## src/rtl/css_pkg.sv

```systemverilog
// Package: shared constants and status word packing for the serial
// control/status shifter. Assumes a 16-bit frame.
package css_pkg;
    localparam int FRAME_BITS = 16;
    localparam int CNT_W      = $clog2(FRAME_BITS + 2);
    localparam logic [FRAME_BITS-1:0] CMD_RESET = 16'hE000;
    localparam logic [FRAME_BITS-1:0] CMD_KEEP  = 16'hE07E;
    localparam int NUM_OUT = 6;

    // Packs the live fault/state flags into the transmitted status layout.
    function automatic logic [FRAME_BITS-1:0] pack_status(
        input logic pw, input logic [NUM_OUT-1:0] st,
        input logic sc, input logic inh, input logic sf);
        return {sf, inh, sc, 6'b0, st, pw};
    endfunction
endpackage

```

## src/rtl/css_sync.sv

```systemverilog
// Module: two-flop synchronizer bank. Each bit has its own reset value.
// Assumes the inputs are asynchronous levels that are slow compared with clk.
module css_sync #(
    parameter int WIDTH = 3,
    parameter logic [WIDTH-1:0] RST_VAL = '0
) (
    input  logic             clk,
    input  logic             rst_n,
    input  logic [WIDTH-1:0] d_async,
    output logic [WIDTH-1:0] q_sync
);
    genvar g;
    generate
        for (g = 0; g < WIDTH; g++) begin : g_bit
            logic s1, s2;
            // Two-stage capture of one asynchronous bit.
            always_ff @(posedge clk) begin
                if (!rst_n) begin
                    s1 <= RST_VAL[g];
                    s2 <= RST_VAL[g];
                end else begin
                    s1 <= d_async[g];
                    s2 <= s1;
                end
            end
            assign q_sync[g] = s2;
        end
    endgenerate
endmodule

```

## src/rtl/css_rx.sv

```systemverilog
// Module: receive shifter, bit counter and command register.
// Assumes the edge strobes are single-cycle and mutually exclusive.
module css_rx
    import css_pkg::*;
(
    input  logic                  clk,
    input  logic                  rst_n,
    input  logic                  cs_fall,
    input  logic                  cs_rise,
    input  logic                  sclk_fall,
    input  logic                  di,
    output logic [CNT_W-1:0]      bit_cnt,
    output logic [FRAME_BITS-1:0] cmd_q,
    output logic                  clr_pulse
);
    localparam logic [CNT_W-1:0] CNT_FULL = CNT_W'(FRAME_BITS);
    localparam logic [CNT_W-1:0] CNT_OVER = CNT_W'(FRAME_BITS + 1);

    logic [FRAME_BITS-1:0] rx_sh;
    logic                  frame_ok;

    assign frame_ok = cs_rise && (bit_cnt == CNT_FULL);

    // Shift data in LSB first and count edges, saturating past a full frame.
    always_ff @(posedge clk) begin
        if (!rst_n) begin
            rx_sh   <= '0;
            bit_cnt <= '0;
        end else if (cs_fall) begin
            rx_sh   <= '0;
            bit_cnt <= '0;
        end else if (sclk_fall) begin
            rx_sh   <= {di, rx_sh[FRAME_BITS-1:1]};
            if (bit_cnt != CNT_OVER) bit_cnt <= bit_cnt + 1'b1;
        end
    end

    // Commit a complete frame on chip select rise and pulse the clear request.
    always_ff @(posedge clk) begin
        if (!rst_n) begin
            cmd_q     <= CMD_RESET;
            clr_pulse <= 1'b0;
        end else begin
            clr_pulse <= frame_ok && rx_sh[0];
            if (frame_ok) cmd_q <= rx_sh & CMD_KEEP;
        end
    end

    // Frames of the wrong length must not touch the command register.
    assert_abort_keeps_cmd_R6: assert property (@(posedge clk) disable iff (!rst_n)
        (cs_rise && bit_cnt < CNT_FULL) |=> $stable(cmd_q));
    assert_long_frame_dropped_R7: assert property (@(posedge clk) disable iff (!rst_n)
        (cs_rise && bit_cnt == CNT_OVER) |=> $stable(cmd_q));
    assert_clear_one_cycle_R8: assert property (@(posedge clk) disable iff (!rst_n)
        clr_pulse |=> !clr_pulse);
    assert_cmd_quiet_R10: assert property (@(posedge clk) disable iff (!rst_n)
        !cs_rise |=> $stable(cmd_q));
    // The counter saturates one past a full frame.
    always_comb begin
        if (rst_n) assert_cnt_bound_R7: assert (bit_cnt <= CNT_OVER);
    end
endmodule

```

## src/rtl/css_tx.sv

```systemverilog
// Module: transmit shifter with output enable. Loads the status snapshot when
// chip select falls and holds bit 0 through the first rising clock edge.
// Assumes single-cycle, mutually exclusive edge strobes.
module css_tx
    import css_pkg::*;
(
    input  logic                  clk,
    input  logic                  rst_n,
    input  logic                  cs_low,
    input  logic                  cs_fall,
    input  logic                  cs_rise,
    input  logic                  sclk_rise,
    input  logic                  cnt_nz,
    input  logic [FRAME_BITS-1:0] status_word,
    output logic                  sdo_out,
    output logic                  sdo_oe
);
    logic [FRAME_BITS-1:0] tx_sh;
    logic                  oe_q;

    // Snapshot on frame start, then shift right on later rising clock edges.
    always_ff @(posedge clk) begin
        if (!rst_n) begin
            tx_sh <= '0;
        end else if (cs_fall) begin
            tx_sh <= status_word;
        end else if (sclk_rise && cs_low && cnt_nz) begin
            tx_sh <= {1'b0, tx_sh[FRAME_BITS-1:1]};
        end
    end

    // Drive the pad only inside a frame.
    always_ff @(posedge clk) begin
        if (!rst_n)       oe_q <= 1'b0;
        else if (cs_fall) oe_q <= 1'b1;
        else if (cs_rise) oe_q <= 1'b0;
    end

    assign sdo_oe  = oe_q;
    assign sdo_out = oe_q & tx_sh[0];

    assert_oe_idle_R2: assert property (@(posedge clk) disable iff (!rst_n)
        !cs_low |=> !sdo_oe);
    assert_do_hold_R4: assert property (@(posedge clk) disable iff (!rst_n)
        (!sclk_rise && !cs_fall && !cs_rise) |=> $stable(sdo_out));
endmodule

```

## src/rtl/ctl_status_shifter.sv

```systemverilog
// Module: top of the serial control/status shifter. Synchronizes the serial
// pins, derives edge strobes and joins the receive and transmit paths.
// Assumes the serial clock is idle low and much slower than clk.
module ctl_status_shifter
    import css_pkg::*;
(
    input  logic                  clk,
    input  logic                  rst_n,
    input  logic                  csn_in,
    input  logic                  sclk_in,
    input  logic                  sdi_in,
    output logic                  sdo_out,
    output logic                  sdo_oe,
    input  logic                  prewarn,
    input  logic [NUM_OUT-1:0]    out_state,
    input  logic                  short_det,
    input  logic                  inhibit,
    input  logic                  supply_fail,
    output logic [FRAME_BITS-1:0] cmd_word,
    output logic                  status_clr
);
    logic [2:0]       pins_s;
    logic             cs_s, sclk_s, di_s;
    logic             cs_d, sclk_d;
    logic             cs_fall, cs_rise, sclk_fall, sclk_rise, cs_low;
    logic [CNT_W-1:0] bit_cnt;

    css_sync #(.WIDTH(3), .RST_VAL(3'b010)) i_sync (
        .clk     (clk),
        .rst_n   (rst_n),
        .d_async ({sdi_in, csn_in, sclk_in}),
        .q_sync  (pins_s)
    );
    assign {di_s, cs_s, sclk_s} = pins_s;

    // Delayed copies of the synchronized levels for edge detection.
    always_ff @(posedge clk) begin
        if (!rst_n) begin
            cs_d   <= 1'b1;
            sclk_d <= 1'b0;
        end else begin
            cs_d   <= cs_s;
            sclk_d <= sclk_s;
        end
    end

    assign cs_low    = !cs_s;
    assign cs_fall   = cs_d && !cs_s;
    assign cs_rise   = !cs_d && cs_s;
    assign sclk_fall = sclk_d && !sclk_s && cs_low;
    assign sclk_rise = !sclk_d && sclk_s && cs_low;

    css_rx i_rx (
        .clk       (clk),
        .rst_n     (rst_n),
        .cs_fall   (cs_fall),
        .cs_rise   (cs_rise),
        .sclk_fall (sclk_fall),
        .di        (di_s),
        .bit_cnt   (bit_cnt),
        .cmd_q     (cmd_word),
        .clr_pulse (status_clr)
    );

    css_tx i_tx (
        .clk         (clk),
        .rst_n       (rst_n),
        .cs_low      (cs_low),
        .cs_fall     (cs_fall),
        .cs_rise     (cs_rise),
        .sclk_rise   (sclk_rise),
        .cnt_nz      (bit_cnt != '0),
        .status_word (pack_status(prewarn, out_state, short_det, inhibit, supply_fail)),
        .sdo_out     (sdo_out),
        .sdo_oe      (sdo_oe)
    );

    // A clear pulse may only follow a chip select rise.
    assert_clear_after_commit_R8: assert property (@(posedge clk) disable iff (!rst_n)
        status_clr |-> $past(cs_rise));
    assert_no_output_when_off_R2: assert property (@(posedge clk) disable iff (!rst_n)
        !sdo_oe |-> !sdo_out);
endmodule

```

## config.mk

```make
export PLATFORM = sky130hd
export DESIGN_NAME = ctl_status_shifter
export DESIGN_NICKNAME = d
export VERILOG_FILES = /design/src/rtl/css_pkg.sv /design/src/rtl/css_sync.sv /design/src/rtl/css_rx.sv /design/src/rtl/css_tx.sv /design/src/rtl/ctl_status_shifter.sv
export SDC_FILE = /design/constraint.sdc
export NUM_CORES = 1
export LEC_CHECK = 0
export BUFFER_PORTS_ARGS = -buffer_cell sky130_fd_sc_hd__buf_2
export CORE_MARGIN = 2
export CORE_UTILIZATION = 55
export CTS_CLUSTER_DIAMETER = 150
export DETAILED_ROUTE_END_ITERATION = 10
export GPL_TIMING_DRIVEN = 0
export HOLD_SLACK_MARGIN = 0.02
export PLACE_DENSITY = 0.77
export REMOVE_ABC_BUFFERS = 1
export SYNTH_ARGS = -nofsm -noshare
export SYNTH_HDL_FRONTEND = slang
export SYNTH_SLANG_ARGS = --single-unit
```

## constraint.sdc

```tcl
create_clock -name clk -period 2.1 [get_ports clk]
set_clock_uncertainty 0.05 [all_clocks]
set_input_delay 0.21 -clock clk [delete_from_list [all_inputs] [get_ports clk]]
set_output_delay 0.21 -clock clk [all_outputs]
set_load 0.01 [all_outputs]
```

==> qor.yml <==
synth:
  syn-cell-area_mm2: 0.002311
  synthCells: 268
  synth_area_leader_cell: "dfxtp_1"
  synth_cell_types: 33
  ys_seq_elements: 56
  synth-edff-count: 0
  synth_top_area_share_pct: 48.51
  async_flop_share_pct: 0
  synth_ff_type: "dfxtp_1"
  ys_warn_count: 0
  ys_seq_area_share_pct: 48.51
  ys_top_cells_by_area: "dfxtp_1 49%, o21ai_0 7.6%, a21oi_1 7.4%"
  avgSynthCellArea_um2: 8.623
critical_path:
  cp_max_fo: 15
  crit_path_end_kind: "flip-flop"
  crit_required_ps: 2260
  start_kind: "flip-flop"
  critPathKind: "reg2reg"
  cp.arrival_ps: 2050
clocking:
  clkSinkCount: 56
  ctsLongestPathBuffers: 2
  tritoncts: "yes"
  cts_htree_levels: 2
  cts_root_buf: "clkbuf_8"
  cts_buffers: 5
  insertion_delay_ps: 320
  clkTransAtPathRegs_ps: 100
drt:
  wl_per_cell_um: 12.46
  vias: 1851
  drc_errors: 0
  drt-pass1-iter-count: 4
  drtIter0Drc: 128
  ant_nets: 0
  routed_via_density: 5.559
  wirelength_um: 4149
placed_design:
  port_buffers: 26
  place.gp.congestion: 0.7819
  placed_cell_area_mm2: 0.002386
  dp_hpwl_um: 2641
  dp_slack_ps: -214.7
  dpl.cell_count: 324
timing:
  setup_tns_ps: 0
  relSlewSlack_pct: 39.92
  drv_slew: 0
  tightest_slew_ps: 897.3
  fin_crit_ps: 1890
  holdWs_ps: 45.18
  period_share_pct: 90.01
  rsz0062_at_grt: "false"
  worst_slack_ps: 209.8
  setup-violations-final: 0
  clock.fmax_mhz: 529.1
  finalHoldViolations: 0
cells_and_area:
  final_util_pct: 62.80
  antenna_cells: 0
  post_route_cells_drive_above_1_share_pct: 15.19
  final_net_count: 302
  stdcell_count: 333
  areaGrowthSynthToFinish_pct: 9.475
  final_cell_area_mm2: 0.002530
grt:
  antenna_found_initial: 0
  grt_usage_pct: 19.49
  grt_max_degree: 32
  grt_overflow: 0
  grt_pass1_wl_um: 6865
  grt_pass1_vias: 1559
power:
  switching_share_pct: 20.76
  seqPwrFrac_pct: 56.3
  power_mw: 1.931
  p_comb_share_pct: 4.1
  ir_drop_mv: 0.5846
  p_leak_nw: 0.9172
  clock_power_share_pct: 39.6
  power.internal_mw: 1.530
  p_sw_mw: 0.4007
  powerDensity_mw_per_mm2: 763.1
die:
  die_h_um: 68.82
  initial_utilization_pct: 57.36
  core_mm2: 0.004029
  fp.dieW_um: 68.82
  die-area_mm2: 0.004736
  ios: 34
  fp-row-count: 23
outcome:
  status: "complete, no violations"
worst_hold_path:
  hp-class: "in2reg"
flow_run:
  maxCapViolCount: 0
-- placed cells by master, fill, tap and decap left out --
cell and n:
nand3_1 19, a31oi_1 9, nor3b_2 3, buf_2 26, nor2b_1 2, nand4bb_1 1, mux2i_1 1, inv_1 5
o31ai_1 1, ha_1 5, dlygate4sd3_1 1, dfxtp_1 56, or3b_1 1, nand2_1 38, a21oi_1 34, nand2b_4 1
nand2b_1 2, clkbuf_8 7, or3b_2 2, conb_1 7, or4b_1 1, a21boi_0 7, and4bb_2 1, o21ai_1 1
nor4b_4 1, and2_1 7, nor3_1 1, bufinv_16 1, o211ai_1 2, o21ai_0 35, a31o_2 1, nor4_1 1
or3_1 3
-- registers in the layout, indices dropped and copies added, names as in the netlist --
register and cells:
i_rx.rx_sh 16, i_tx.tx_sh 16, i_rx.cmd_q 9, i_rx.bit_cnt 5
i_sync.g_bit.s1 3, i_sync.g_bit.s2 3, cs_d 1, i_rx.clr_pulse 1
i_tx.sdo_oe 1, sclk_d 1
-- area by class of cell --
cell class / instances / area [µm²]
Fill cell: 382 / 1499
Multi-Input combinational cell: 187 / 1061
Tap cell: 50 / 62.56
Clock buffer: 7 / 96.34
Clock inverter: 1 / 30.03
Timing Repair Buffer: 27 / 140.1
Inverter: 5 / 18.77
Sequential cell: 56 / 1121
-- synthesized netlist by cell type, types with 2 or more instances --
cell	number
a21boi_0	7
or3_1	3
nand2_1	38
and2_1	7
nor3b_2	3
inv_1	5
o21ai_0	35
nand3_1	19
nand2b_1	3
buf_6	2
buf_4	7
o211ai_1	2
a21oi_1	34
nor2b_1	2
dfxtp_1	56
ha_1	5
or3b_2	2
a31oi_1	9
clkbuf_1	15
-- per-layer routing --
layer / part of all wire [%] / track usage [%] / wire, µm / up-vias
met5: 0 / 0 / 0 / -
met4: 2.0 / 8.333 / 84 / 0
met3: 6.0 / 6.331 / 251 / 8
met2: 45 / 30.41 / 1862 / 49
met1: 47 / 24.72 / 1951 / 849
li1: - / - / - / 945
-- critical path: stages (launching register included) --
cell     delay [ps]
dfxtp_1         370
inv_1            70
ha_1            190
or4b_1          730
a31oi_1         280
a21oi_1          80
-- repair_timing --
action,4_1_cts,5_1_grt
hold endpoints to repair,1,0
setup buffers,0,0
setup endpoints to repair,1,1
hold buffers,1,0
gates resized for setup,1,1
pin swaps,0,0
-- power by group through the flow --
stage	logic (mW)	registers, mW	clock network, mW
final	0.0797	1.09	0.764
after global routing	0.0916	1.09	0.823
after CTS	0.0789	1.09	0.775
after detailed placement	0.0769	1.11	0
after global placement	0.0760	1.11	0
after floorplan	0.0478	1.11	0
-- worst paths after layout --
path / depth (start not counted) / startpoint / end / slack [ps]
setup reg to reg: 5 / i_rx.bit_cnt[0]$_SDFFE_PP0P_ / i_tx.tx_sh[3]$_SDFFE_PN0P_ / 210
hold / removal: 2 / sdi_in / i_sync.g_bit[2].s1$_SDFF_PN0_ / 50
setup / recovery: 5 / i_rx.bit_cnt[0]$_SDFFE_PP0P_ / i_tx.tx_sh[3]$_SDFFE_PN0P_ / 210
hold reg to reg: 1 / i_sync.g_bit[1].s1$_SDFF_PN1_ / i_sync.g_bit[1].s2$_SDFF_PN1_ / 370
-- cells by family after synthesis --
group / synth area share (%)
flip-flops: 48.51
AO/OA/AOI/OAI: 21.22
other: 0.1623
AND/OR/NAND/NOR: 20.09
adder cells (fa/ha/maj): 2.707
buffers and inverters: 6.875
multiplexers: 0.4332
No activity file was read; power rests on OpenSTA's default activity.
